--- src/rtl/beat_rep_pkg.sv ---
package beat_rep_pkg;

    // Control states of the repeater.
    typedef enum logic [1:0] {
        REP_IDLE = 2'd0,
        REP_RUN  = 2'd1,
        REP_DONE = 2'd2
    } rep_state_e;

endpackage

--- src/rtl/beat_rep_fsm.sv ---
module beat_rep_fsm
    import beat_rep_pkg::*;
(
    input  logic       clk,
    input  logic       clr,
    input  logic       start_nz,   // idle, valid operation with non-zero count
    input  logic       last_fire,  // final beat accepted this cycle
    output rep_state_e state
);

    typedef struct packed {
        rep_state_e state;
    } fsm_t;

    fsm_t fsm_q;
    fsm_t fsm_d;

    always_comb begin
        fsm_d = fsm_q;
        case (fsm_q.state)
            REP_IDLE: if (start_nz)  fsm_d.state = REP_RUN;
            REP_RUN:  if (last_fire) fsm_d.state = REP_DONE;
            REP_DONE: fsm_d.state = REP_IDLE;
            default:  fsm_d.state = REP_IDLE;
        endcase
    end

    always_ff @(posedge clk) begin
        if (clr) fsm_q <= '{state: REP_IDLE};
        else     fsm_q <= fsm_d;
    end

    assign state = fsm_q.state;

endmodule

--- src/rtl/beat_rep_store.sv ---
module beat_rep_store #(
    parameter int WIDTH = 32,
    parameter int CNT_W = 9
) (
    input  logic             clk,
    input  logic             clr,
    input  logic             load,
    input  logic [WIDTH-1:0] load_word,
    input  logic [CNT_W-1:0] load_count,
    input  logic             take,
    output logic [WIDTH-1:0] word,
    output logic             last
);

    localparam logic [CNT_W-1:0] CNT_ONE = CNT_W'(1);

    typedef struct packed {
        logic [WIDTH-1:0] word;
        logic [CNT_W-1:0] left;
    } store_t;

    store_t st_q;
    store_t st_d;

    always_comb begin
        st_d = st_q;
        if (load) begin
            st_d.word = load_word;
            st_d.left = load_count;
        end else if (take) begin
            st_d.left = st_q.left - CNT_ONE;
        end
    end

    always_ff @(posedge clk) begin
        if (clr) st_q <= '0;
        else     st_q <= st_d;
    end

    assign word = st_q.word;
    assign last = (st_q.left == CNT_ONE);

endmodule

--- src/rtl/beat_repeater.sv ---
module beat_repeater
    import beat_rep_pkg::*;
#(
    parameter  int WIDTH      = 32,
    parameter  int MAX_REPEAT = 255,
    localparam int CNT_W      = $clog2(MAX_REPEAT) + 1
) (
    input  logic             clk,
    input  logic             clr,
    input  logic             in_valid,
    output logic             in_ready,
    input  logic [WIDTH-1:0] in_data,
    input  logic [CNT_W-1:0] in_count,
    output logic             out_valid,
    input  logic             out_ready,
    output logic [WIDTH-1:0] out_data
);

    rep_state_e       state;
    logic             zero_req;
    logic             start_nz;
    logic             out_fire;
    logic             last;
    logic             last_fire;
    logic [WIDTH-1:0] held_word;

    assign zero_req  = (in_count == '0);
    assign start_nz  = (state == REP_IDLE) && in_valid && !zero_req;
    assign out_valid = (state == REP_RUN);
    assign out_fire  = out_valid && out_ready;
    assign last_fire = out_fire && last;
    assign in_ready  = (state == REP_DONE) ||
                       ((state == REP_IDLE) && in_valid && zero_req);
    assign out_data  = held_word;

    beat_rep_fsm u_fsm (
        .clk       (clk),
        .clr       (clr),
        .start_nz  (start_nz),
        .last_fire (last_fire),
        .state     (state)
    );

    beat_rep_store #(
        .WIDTH (WIDTH),
        .CNT_W (CNT_W)
    ) u_store (
        .clk        (clk),
        .clr        (clr),
        .load       (start_nz),
        .load_word  (in_data),
        .load_count (in_count),
        .take       (out_fire),
        .word       (held_word),
        .last       (last)
    );

endmodule

--- config.mk ---
export PLATFORM = sky130hd
export DESIGN_NAME = beat_repeater
export DESIGN_NICKNAME = d
export VERILOG_FILES = /design/src/rtl/beat_rep_pkg.sv /design/src/rtl/beat_rep_fsm.sv /design/src/rtl/beat_rep_store.sv /design/src/rtl/beat_repeater.sv
export SDC_FILE = /design/constraint.sdc
export NUM_CORES = 1
export LEC_CHECK = 0
export ABC_CLOCK_PERIOD_IN_PS = 2480
export BUFFER_PORTS_ARGS = -buffer_cell sky130_fd_sc_hd__buf_2
export CAP_MARGIN = 10
export CORE_MARGIN = 5
export CORE_UTILIZATION = 48
export CTS_CLUSTER_SIZE = 8
export DETAILED_ROUTE_END_ITERATION = 8
export HOLD_SLACK_MARGIN = 0.02
export PLACE_DENSITY = 0.75
export REMOVE_ABC_BUFFERS = 1
export SYNTH_ARGS = -nofsm -noshare
export SYNTH_HDL_FRONTEND = slang
export SYNTH_SLANG_ARGS = --single-unit
--- constraint.sdc ---
create_clock -name clk -period 2.48 [get_ports clk]
set_clock_uncertainty 0.15 [all_clocks]
set_input_delay 0 -clock clk [delete_from_list [all_inputs] [get_ports clk]]
set_output_delay 0 -clock clk [all_outputs]
set_load 0.01 [all_outputs]
# == Yosys cells after proc, flatten, opt, wreduce, memory -nomap -nowiden ==
# Index checks and enable logic that the tools add are counted.
# classes
addsub,1
eq_ne,5
mux,5
reduce_logical,11
# op_table
cell,count
$mux 9,2
$eq 9x1->1 const B,1
$logic_not 9->1,1
$sub 9x1->9 const B,1
$logic_and 1x1->1,5
$mux 2,2
$pmux 2 s2,1
$eq 2x1->1 const B,1
$eq 2x2->1 const B,1
$logic_not 2->1,1
$ne 2x1->1 const B,1
$ne 2x2->1 const B,1
$reduce_and 2->1,1
$reduce_bool 2->1,1
$logic_not 1->1,1
$logic_or 1x1->1,1
# totals
regBits,43
input_bits,45
output_inout_bits,34
elab_cells,25

# == Depth between registers and ports, before layout ==
# depth
ltp_word,5
depth_mapped,6
mapped_depth_nobuf,6

# == Hierarchy ==
# A second synthesis with hierarchy kept.
# unflattened
hier_cells,219
hier_area_um2,2074.5
# modules_own_cells
mod,n_inst,cells_each,area_each_um2,seq_area_each_um2
beat_rep_store,1,201,1914.3,820.8
beat_repeater,1,11,83.8,0.0
beat_rep_fsm,1,7,76.3,40.0

# == Worst setup path after synthesis ==
# Ideal clock, no wire load.
# synth_timing
kind,register to register
from,reg u_store.st_q[0] (netlist name)
to,reg u_store.st_q[8] (netlist name)
setup_ns,0.130
arrival_ns,1.649
required_ns,2.200
setup_slack_ns,0.551
path_stages_with_launch,7
n_path_buf,0
synth_period_minus_slack_ns,1.929
cell_sequence,dfxtp_1 > inv_1 > ha_1 > or3b_2 > o311a_1 > a311oi_1 > o21ai_0
# synth_between
elab_chain_len,3
# synth_lines
item,line_no,source
start: declaration,beat_rep_store.sv:22,store_t st_q;
start signal: assignment,beat_rep_store.sv:37,else st_q <= st_d;
$sub 9x1->9,beat_rep_store.sv:31,st_d.left = st_q.left - CNT_ONE;
$mux 9,beat_rep_store.sv:30,end else if (take) begin
$mux 9,beat_rep_store.sv:27,if (load) begin
# No other way between the ends. The select of a mux whose other input is x is not followed.
# A chain may end at the register's enable or synchronous reset.

# == Worst setup path after layout ==
# layout_timing
from,in in_count[5]
to,reg u_store.st_q (netlist bit u_store.word[21])
# layout_between
elab_chain_len,3
# layout_lines
item,line_no,source
start: declaration,beat_repeater.sv:13,"input logic [CNT_W-1:0] in_count,"
$logic_not 9->1,beat_repeater.sv:27,assign zero_req = (in_count == '0);
$logic_not 1->1,beat_repeater.sv:28,assign start_nz = (state == REP_IDLE) && in_valid && !zero_req;
$logic_and 1x1->1,beat_repeater.sv:28,
# No other way between the ends.

==> run summary <==
post-synthesis cell count = 254
first-pass GRT wire length = 8.86 mm
worst path required time = 2.55 ns
total number of vias = 2004
maximum buffer depth of the clock tree = 2
length in cells of the worst reg-to-reg path = 6
worst r2r dst = u_store.st_q[8]
diode count = 0
Pre-antenna DRT Iters = 4
initial antenna violation count = 0
Pwr Density = 565 nW/µm²
area growth from synthesis to final layout = 32.7%
Final Hold Violating Endpoints = 0
register area = 861 µm²
total routing usage reported by global routing = 20.2%
cell type with the largest total area after synthesis = sky130_fd_sc_hd__dfxtp_1
Fin Setup TNS = 0 ns
final core utilization = 67.0%
Hold EP = u_fsm.state[1]
sequential cell area fraction in the yosys report = 41.7%
number of nets in the final layout = 386
TritonCTS clock tree = built
worst path cell trace = dlygate4sd3_1 -> buf_2 -> or4_4 -> o41ai_4 -> buf_4 -> buf_4 -> nand2_1 -> a21oi_1
H-Tree Depth = 2
area of the core region = 4090 µm²
maximum number of pins on one net before global-route repair = 43
Worst Tran Pin Value = 0.495 ns
final routed wirelength across all metal layers = 5.50 mm
Power, Total = 1.55 mW
reported leakage power = 1.22 nW
minimum clock period after layout = 2.25 ns
Site Rows = 23
post-cts resize count = 0
share of synthesized flip-flops with an asynchronous set or reset = 0%
width of the die = 75.6 µm
most repeated library cell on the critical path = sky130_fd_sc_hd__buf_4
Rel. slew slack = 66.5%
crit-path max cell delay = 0.56 ns
count of distinct cell types in the synthesized netlist = 40
share of the clock period used by the worst path = 90.6%
# port buffers = 78
sequential share of power = 50.4%
share of layout cells above drive strength 1 = 29.1%
Net Sw Frac = 28.7%
worst min-delay path startpoint = out_ready
worst skew pair latency = 0.28 ns
Yosys warning count = 0
synthesized area per cell = 8.12 µm²
initial standard-cell utilization of the core = 50.5%
RSZ-0062 raised after global routing = false
timing startpoint of the critical path = in_count[5]
number of cells traversed by the worst hold path = 4
maximum ir drop on the vdd rail = 409 µV
internal power = 1.10 mW
Max Transition Viols Final = 0
number of buffers and inverters on the critical path = 4
slowest library cell on the worst path = sky130_fd_sc_hd__or4_4
min-delay worst type = input port to flip-flop
clock share of power = 27.8%
Sink Count = 43
arrival time of the worst setup path = 2.32 ns
R2R Path Start = u_store.st_q[0]
top_reg_cell synth = sky130_fd_sc_hd__dfxtp_1
worst-path maximum fanout = 20
EDFF count, synth = 0
post-synthesis instance area = 2060 µm²
die span in y = 75.6 µm
overall die area = 5710 µm²
Non-Filler Instances = 390
total congestion overflow = 0
top cell type's share of synthesized area = 41.7%
violation count after the first detailed-route iteration = 153
Placer Congestion = 0.938
multi-input gate area in the final layout = 886 µm²
capturing element type of the critical path = flip-flop
number of max-cap violations = 0
fraction of power consumed by combinational cells = 21.8%
via count of the first global-routing pass = 1954
post-route ant nets = 0
switching power = 0.443 mW
clock transition time at the flip-flop clock pins of the worst setup and hold paths = 0.08 ns
number of buffers added by the clock tree synthesis step = 5
routed wirelength normalized by instance count = 14.1 µm
DRC viols = 0
critical path class = input port to flip-flop
ranking of synthesized cells by instance count = 67 x sky130_fd_sc_hd__nand2_1, 43 x sky130_fd_sc_hd__dfxtp_1, 40 x sky130_fd_sc_hd__a21oi_1, 33 x sky130_fd_sc_hd__buf_4, 7 x sky130_fd_sc_hd__buf_2
startpoint kind of the worst setup timing path = input port
detail-routed via count per cell = 5.14
count of pins on the block boundary = 79
fill cell count = 329
status = finished, final reports clean
most used standard cell by instance count after synthesis = sky130_fd_sc_hd__nand2_1
root cell of the clock tree = sky130_fd_sc_hd__clkbuf_8
Setup-failing EPs final = 0
post-route design area = 2740 µm²
FF-to-FF setup slack = 0.44 ns
cell area reported after detailed placement = 2260 µm²
half-perimeter wire length after placement = 3.36 mm
count of placed standard cells including taps = 343
most area-consuming cells after synthesis = sky130_fd_sc_hd__dfxtp_1 42%, sky130_fd_sc_hd__nand2_1 12%, sky130_fd_sc_hd__buf_4 12%, sky130_fd_sc_hd__a21oi_1 9.7%, sky130_fd_sc_hd__buf_2 1.7%
Max Clock Freq = 445 MHz
number of flip-flops and latches in the synthesized netlist = 43
CP top delay family = buffers and inverters
[worst reg2reg max path, delay by kind of cell, from the launching register on]
family / cells / cell delay, ns
and+or+nand+nor: 1 / 0.51
buffers and inverters: 1 / 0.10
DFF: 1 / 0.35
adders and majority gates: 1 / 0.17
AOI/OAI and AO/OA: 3 / 0.63
[worst max path at each step]
stage	end	slack, ns	depth (start not counted)
6_report	u_store.word[21]	0.23	8
3_5_place_dp	u_store.st_q[8]	0.46	6
4_1_cts	u_store.word[9]	0.26	8
5_1_grt	u_store.word[21]	0.11	8
2_1_floorplan	u_store.word[0]	0.04	4
3_3_place_gp	u_store.st_q[8]	0.48	6
[repair_timing]
item / CTS / global route
hold buffers: 39 / 0
setup buffers: 0 / 0
endpoints found under the hold margin: 39 / 0
[registers in the layout (all words and copies together) (netlist names)]
signal and count:
u_store.word 32, u_store.st_q 9, u_fsm.state 2
[per-layer routing]
metal / GRT usage (%) / up-vias / share of wire, %
li1: - / 1009 / -
met1: 24.7 / 903 / 41
met2: 32.1 / 78 / 48
met3: 7.65 / 14 / 9.0
met4: 7.96 / 0 / 2.2
met5: 0 / - / 0
[power by group through the flow]
stage	combinational, mW	clock, mW	sequential, mW
after global routing	0.374	0.480	0.786
final	0.337	0.430	0.779
after floorplan	0.141	0	0.803
after CTS	0.335	0.451	0.777
after global placement	0.287	0	0.791
after detailed placement	0.287	0	0.792
[kinds of logic (layout without fill, tap and decap cells)]
kind of cell / Yosys count / after routing / share of synthesized area [%]
AOI/OAI and AO/OA: 62 / 62 / 19.6
adders and majority gates: 2 / 2 / 1.21
buffers and inverters: 49 / 135 / 15.3
DFF: 43 / 43 / 41.7
and+or+nand+nor: 98 / 98 / 22.1
[through the flow]
step / setup WS, ns / hold WS (ns)
after global routing: 0.112 / 0.0707
after global placement: 0.478 / 0.0898
final: 0.233 / 0.0319
after CTS: 0.258 / 0.0214
after detailed placement: 0.456 / 0.0953
after floorplan: 0.0434 / -0.0821
[placed cells by master, fill, tap and decap left out, drive strengths merged, types with 2 or more instances in the layout]
master and n:
nor2 5, nand2 68, o31ai 2, buf 85, ha 2, nor3b 2
or3 3, or4 2, a311oi 3, a31oi 4, dlygate4sd3 39, nor4 3
clkbuf 6, nand3b 3, nand2b 2, inv 3, a21oi 40, o21ai 2
nor4bb 2, nand3 3, dfxtp 43
[cell type report]
class                      instances  area share [%]
clock buffer                       6            2.65
clock inverter                     2           0.457
inverter                           3           0.411
multi-input combinational        162            32.3
sequential                        43            31.4
tap                               50            2.28
timing repair buffer             124            30.4
Note: power is estimated with default switching activity, not from simulation.
